**config.mk**
```make
export PLATFORM = sky130hd
export DESIGN_NAME = clk_pwr_ctl
export DESIGN_NICKNAME = d
export VERILOG_FILES = /design/src/rtl/cpc_pkg.sv /design/src/rtl/cpc_divider.sv /design/src/rtl/cpc_rst_qual.sv /design/src/rtl/cpc_mode_fsm.sv /design/src/rtl/cpc_strap_latch.sv /design/src/rtl/clk_pwr_ctl.sv
export SDC_FILE = /design/constraint.sdc
export NUM_CORES = 1
export LEC_CHECK = 0
export BUFFER_PORTS_ARGS = -buffer_cell sky130_fd_sc_hd__buf_2
export CELL_PAD_IN_SITES_DETAIL_PLACEMENT = 2
export CELL_PAD_IN_SITES_GLOBAL_PLACEMENT = 2
export CORE_MARGIN = 5
export CORE_UTILIZATION = 32
export CTS_BUF_LIST = sky130_fd_sc_hd__clkbuf_4
export DETAILED_ROUTE_END_ITERATION = 7
export PLACE_DENSITY_LB_ADDON = 0.1
export SLEW_MARGIN = 10
export SYNTH_ARGS = -nofsm -noshare
export SYNTH_HDL_FRONTEND = slang
export SYNTH_SLANG_ARGS = --single-unit
```
**constraint.sdc**
```tcl
create_clock -name osc_clk -period 1.55 [get_ports osc_clk]
set_input_delay 0.155 -clock osc_clk [delete_from_list [all_inputs] [get_ports osc_clk]]
set_output_delay 0.155 -clock osc_clk [all_outputs]
set_load 0.05 [all_outputs]
```
**src/rtl/cpc_pkg.sv**
```systemverilog
package cpc_pkg;

  typedef enum logic [1:0] {
    MODE_RUN   = 2'd0,
    MODE_IDLE  = 2'd1,
    MODE_PDOWN = 2'd2
  } pmode_e;

  // Saturating hold count: any low sample restarts the count.
  function automatic int unsigned hold_next(int unsigned cnt, logic hi, int unsigned lim);
    if (!hi) return 0;
    if (cnt >= lim) return lim;
    return cnt + 1;
  endfunction

  // Mode transition: core reset first, then power-down over idle.
  function automatic pmode_e mode_next(pmode_e cur, logic rst, logic idle_r,
                                       logic pd_r, logic wake);
    if (rst) return MODE_RUN;
    case (cur)
      MODE_RUN:  begin
        if (pd_r) return MODE_PDOWN;
        if (idle_r) return MODE_IDLE;
        return MODE_RUN;
      end
      MODE_IDLE: return wake ? MODE_RUN : MODE_IDLE;
      default:   return MODE_PDOWN;
    endcase
  endfunction

endpackage

```
**src/rtl/cpc_divider.sv**
```systemverilog
module cpc_divider #(
  parameter int DIV = 2
) (
  input  logic osc_clk,
  input  logic por_n,
  output logic tick
);
  localparam int DW = (DIV > 1) ? $clog2(DIV) : 1;
  localparam logic [DW-1:0] LAST = DW'(DIV - 1);

  logic [DW-1:0] ph_q;

  always_ff @(posedge osc_clk or negedge por_n) begin
    if (!por_n)           ph_q <= '0;
    else if (ph_q == LAST) ph_q <= '0;
    else                  ph_q <= ph_q + 1'b1;
  end

  assign tick = (ph_q == LAST);

  // no two ticks in a row
  assert_tick_spaced_R1: assert property (@(posedge osc_clk) disable iff (!por_n)
    tick |=> !tick);

endmodule

```
**src/rtl/cpc_rst_qual.sv**
```systemverilog
module cpc_rst_qual
  import cpc_pkg::*;
#(
  parameter int OSC_PER_MC = 12,
  parameter int HOLD_MC    = 2
) (
  input  logic osc_clk,
  input  logic por_n,
  input  logic rst_pin,
  output logic core_rst
);
  localparam int HOLD = OSC_PER_MC * HOLD_MC;
  localparam int CW   = $clog2(HOLD + 1);
  localparam logic [CW-1:0] HOLD_V = CW'(HOLD);

  logic          sync1_q, sync_hi;
  logic [CW-1:0] cnt_q, cnt_d;

  always_ff @(posedge osc_clk or negedge por_n) begin
    if (!por_n) begin
      sync1_q <= 1'b0;
      sync_hi <= 1'b0;
    end else begin
      sync1_q <= rst_pin;
      sync_hi <= sync1_q;
    end
  end

  assign cnt_d = CW'(hold_next(32'(cnt_q), sync_hi, HOLD));

  always_ff @(posedge osc_clk or negedge por_n) begin
    if (!por_n) cnt_q <= '0;
    else        cnt_q <= cnt_d;
  end

  assign core_rst = (cnt_q == HOLD_V);

  // a low synchronized sample removes the core reset at the next edge
  assert_low_clears_R3: assert property (@(posedge osc_clk) disable iff (!por_n)
    !sync_hi |=> !core_rst);

  // the core reset only appears after the full hold
  assert_full_hold_R2: assert property (@(posedge osc_clk) disable iff (!por_n)
    $rose(core_rst) |-> ($past(cnt_q) == HOLD_V - 1'b1));

endmodule

```
**src/rtl/cpc_mode_fsm.sv**
```systemverilog
module cpc_mode_fsm
  import cpc_pkg::*;
(
  input  logic   osc_clk,
  input  logic   por_n,
  input  logic   core_rst,
  input  logic   idle_req,
  input  logic   pdown_req,
  input  logic   wake_irq,
  output pmode_e mode
);
  pmode_e mode_q;

  always_ff @(posedge osc_clk or negedge por_n) begin
    if (!por_n) mode_q <= MODE_RUN;
    else        mode_q <= mode_next(mode_q, core_rst, idle_req, pdown_req, wake_irq);
  end

  assign mode = mode_q;

  // only the core reset leaves power-down
  assert_pd_sticky_R8: assert property (@(posedge osc_clk) disable iff (!por_n)
    (mode_q == MODE_PDOWN && !core_rst) |=> (mode_q == MODE_PDOWN));

  // core reset always lands in run
  assert_rst_to_run_R8: assert property (@(posedge osc_clk) disable iff (!por_n)
    core_rst |=> (mode_q == MODE_RUN));

  // simultaneous requests in run go to power-down
  assert_pd_wins_R9: assert property (@(posedge osc_clk) disable iff (!por_n)
    (mode_q == MODE_RUN && !core_rst && pdown_req && idle_req) |=> (mode_q == MODE_PDOWN));

endmodule

```
**src/rtl/cpc_strap_latch.sv**
```systemverilog
module cpc_strap_latch #(
  parameter int LOCK_W = 2
) (
  input  logic              osc_clk,
  input  logic              por_n,
  input  logic              core_rst,
  input  logic              strap,
  input  logic [LOCK_W-1:0] lock_bits,
  output logic              strap_out
);
  logic held_q;
  logic locked;

  always_ff @(posedge osc_clk or negedge por_n) begin
    if (!por_n)        held_q <= 1'b0;
    else if (core_rst) held_q <= strap;
  end

  assign locked    = |lock_bits;
  assign strap_out = locked ? held_q : strap;

  // with a lock set and no reset, the output does not move
  assert_strap_frozen_R10: assert property (@(posedge osc_clk) disable iff (!por_n)
    (!core_rst && locked) |=> (!(|lock_bits) || $stable(strap_out)));

endmodule

```
**src/rtl/clk_pwr_ctl.sv**
```systemverilog
module clk_pwr_ctl
  import cpc_pkg::*;
#(
  parameter int OSC_PER_MC = 12,
  parameter int HOLD_MC    = 2,
  parameter int CLK_DIV    = 2,
  parameter int LOCK_W     = 2
) (
  input  logic              osc_clk,
  input  logic              por_n,
  input  logic              rst_pin,
  input  logic              ext_acc_pin,
  input  logic [LOCK_W-1:0] lock_bits,
  input  logic              idle_req,
  input  logic              pdown_req,
  input  logic              wake_irq,
  output logic              cpu_clk_en,
  output logic              per_clk_en,
  output logic              osc_run_en,
  output logic              core_rst,
  output logic              port_rst,
  output logic              ext_acc_q
);
  logic   tick;
  pmode_e mode;
  logic   in_run, in_pd;

  cpc_divider #(.DIV(CLK_DIV)) u_div (
    .osc_clk (osc_clk),
    .por_n   (por_n),
    .tick    (tick)
  );

  cpc_rst_qual #(.OSC_PER_MC(OSC_PER_MC), .HOLD_MC(HOLD_MC)) u_rq (
    .osc_clk  (osc_clk),
    .por_n    (por_n),
    .rst_pin  (rst_pin),
    .core_rst (core_rst)
  );

  cpc_mode_fsm u_fsm (
    .osc_clk   (osc_clk),
    .por_n     (por_n),
    .core_rst  (core_rst),
    .idle_req  (idle_req),
    .pdown_req (pdown_req),
    .wake_irq  (wake_irq),
    .mode      (mode)
  );

  cpc_strap_latch #(.LOCK_W(LOCK_W)) u_strap (
    .osc_clk   (osc_clk),
    .por_n     (por_n),
    .core_rst  (core_rst),
    .strap     (ext_acc_pin),
    .lock_bits (lock_bits),
    .strap_out (ext_acc_q)
  );

  assign in_run     = (mode == MODE_RUN);
  assign in_pd      = (mode == MODE_PDOWN);
  assign cpu_clk_en = tick & in_run;
  assign per_clk_en = tick & ~in_pd;
  assign osc_run_en = ~in_pd | rst_pin;
  assign port_rst   = rst_pin;

  // the reset pin always restarts the oscillator
  always_comb begin
    if (rst_pin === 1'b1)
      assert_osc_restart_R7: assert (osc_run_en === 1'b1);
  end

  // power-down leaves no clock enable active
  assert_pd_quiet_R7: assert property (@(posedge osc_clk) disable iff (!por_n)
    in_pd |-> !(cpu_clk_en || per_clk_en));

  // the peripheral enable keeps its rhythm through idle
  assert_idle_per_R6: assert property (@(posedge osc_clk) disable iff (!por_n)
    (mode == MODE_IDLE && !per_clk_en && $past(mode == MODE_IDLE)) |=> per_clk_en || core_rst || mode != MODE_IDLE);

endmodule

```
==> run summary <==
Die X - 49.50 um
highest-delay cell along the critical path - dfrtp_1
Hold WC Path Type - in2reg
GRT overflow - 0
beginning of the worst hold path - rst_pin
Max Fclk - 0.6665 GHz
area leader, netlist - dfrtp_1
worst path arrival time - 1350 ps
final setup vio count - 0
Power per Cell Area - 881.1 nW/um2
CP endpoint kind - primary output
wire length per cell - 15.36 um
Tot GR Track Use - 11.44%
flops & latches, synth - 11
post-DP HPWL - 953.9 um
port bufs - 14
first-pass GRT wire length - 2.104 mm
Final Critical Period - 1500 ps
synthesized area per cell - 11.61 um2
DR vias/cell - 4.925
max-cap check violation count - 0
Crit path required time - 1390 ps
Crit path max-delay family - flip-flops
Top FF cell, synth - dfrtp_1
Post-DRT Antenna Nets - 0
# diodes - 0
CTS max path bufs - 2
Core Rows - 14
final setup margin - 49.52 ps
vias in the first global route - 462
via count - 394
starting density of the core - 33.53%
Hold WS - 12.80 ps
DR iter-0 viols - 7
routed wire length - 1.229 mm
die area - 2450 um2
syn nets - 54
CP Class - reg2out
async set or reset register ratio after synthesis - 100.0%
layout cells sized above 1 - 42.19%
drt first pass iters - 2
YS warnings - 0
CTS clk-pin slew, worst paths - 70 ps
Setup WS pre-CTS - 179.8 ps
number of synthesized flops with an enable pin - 0
leakage - 0.3505 nW
placed instance area - 586.8 um2
maximum vdd ir drop - 0.4278 mV
fillers - 161
status - finished, final reports clean
Clock Latency Late Sink - 260 ps
Cells after Synth - 43
Seq/Total Area, Yosys - 55.14%
setup_tns - 0 ps
Finished Cell Area - 659.4 um2
TritonCTS Sinks - 11
crit-path cells - inv_1 -> ha_1 -> and4b_4 -> buf_8
CP Max Fanout - 5
Slew Limit Fails - 0
CP Launch Type - flop
most frequent cells in the layout - buf_2, dfrtp_1, inv_1, nor2_1, clkbuf_4
CP Buf/Inv Count - 2
Distinct cells, synth - 22
Root Driver - clkbuf_4
crit path launch - u_rq.cnt_q[0]
Core Util, Final - 44.29%
Least-Margin Pin Slew - 248.9 ps
antenna violations before repair - 0
Yosys top cell area share - 55.14%
Area growth, synth to finish - 32.08%
cts bufs inserted - 3
RR Startpoint - u_rq.cnt_q[0]
Placer Congestion - 0.7025
Slew HR - 83.41%
synthesized cell area - 499.2 um2
pin count of the biggest net entering global routing - 12
Max stage delay on crit path - 420 ps
Final #Nets - 76
I/O Pins - 15
CTS tree - built
part of the cycle the worst path needs - 96.80%
H-tree lvl count - 1
Die Y - 49.50 um
Clock Skew - 0.5377 ps
top cells by area, synth - dfrtp_1, ha_1, inv_1, nor2_1, mux2_4
commonest non-fill, non-tap cell in the layout - buf_2
# DRC - 0
Final Hold Viols - 0
Core Region - 1489 um2
-- area by class of cell --
cell class / instances / area (um2) / area share (%)
flip-flops and latches: 11 / 275.3 / 41.75
multi-input cells: 25 / 198.9 / 30.17
repair buffers: 18 / 112.6 / 17.08
clock buffers: 4 / 30.03 / 4.554
inverters: 6 / 22.52 / 3.416
well taps: 16 / 20.02 / 3.036
-- worst reg2reg max path, delay by kind of cell (launching register included) --
family	cells	cell delay, ps
flops	1	420
buf+inv	2	210
simple gates	1	270
fa+ha+maj	1	160
mux	1	280
-- sequential cells by signal, summed over array words and instances, names as in the netlist --
signal          cells
u_fsm.mode          2
u_rq.cnt_q          5
u_strap.held_q      1
u_div.tick          1
u_rq.sync_hi        1
u_rq.sync1_q        1
-- logic make-up after synthesis --
logic type                 count (synthesis)  synth area share (%)
and+or+nand+nor                           13                 15.79
adders and majority gates                  2                 5.012
buffers and inverters                      7                 6.015
AOI/OAI and AO/OA                          7                 11.03
DFF                                       11                 55.14
muxes                                      2                 5.262
xor gates and xnor gates                   1                 1.755
-- power breakdown --
group | switching [mW] | internal (mW) | total [mW] | leakage, nW
combinational | 0.0377 | 0.0248 | 0.0624 | 0.195
clock | 0.0975 | 0.117 | 0.214 | 0.0184
sequential | 0.00840 | 0.296 | 0.304 | 0.137
total | 0.144 | 0.437 | 0.581 | 0.350
-- final timing paths --
check                                 endpoint  slack, ps  depth (start not counted)
worst max-delay path                  core_rst         50                          4
worst min-delay path              u_rq.sync1_q         10                          1
worst max register to register  u_strap.held_q        110                          5
worst min register to register    u_rq.sync_hi        350                          0
max in group asynchronous        u_rq.cnt_q[2]       1060                          2
min in group asynchronous        u_rq.cnt_q[3]        280                          2
-- stage by stage --
stage,power (mW),instances
finish,0.5810,80
global route,0.6168,80
CTS,0.5947,79
detailed placement,0.3725,72
global placement,0.3658,72
floorplan,0.3446,43
-- cell usage after synthesis, types with 2 or more instances --
cell type	number
ha_1	2
inv_1	6
nor2_1	5
dfrtp_1	11
a31oi_1	2
-- routing by layer --
| layer | vias to the layer above | track usage, % | wire (um) |
|---|---|---|---|
| li1 | 184 | - | - |
| met1 | 191 | 12.64 | 498 |
| met2 | 15 | 18.45 | 620 |
| met3 | 4 | 6.024 | 80 |
| met4 | 0 | 4.367 | 29 |
| met5 | - | 0 | 0 |
-- repair_timing --
action	in CTS	in global routing
hold endpoints to repair	11	0
endpoints found under the setup margin	1	1
setup buffers	2	1
hold buffers	1	0
resized for setup	3	0
(Power assumes the default switching activity.)
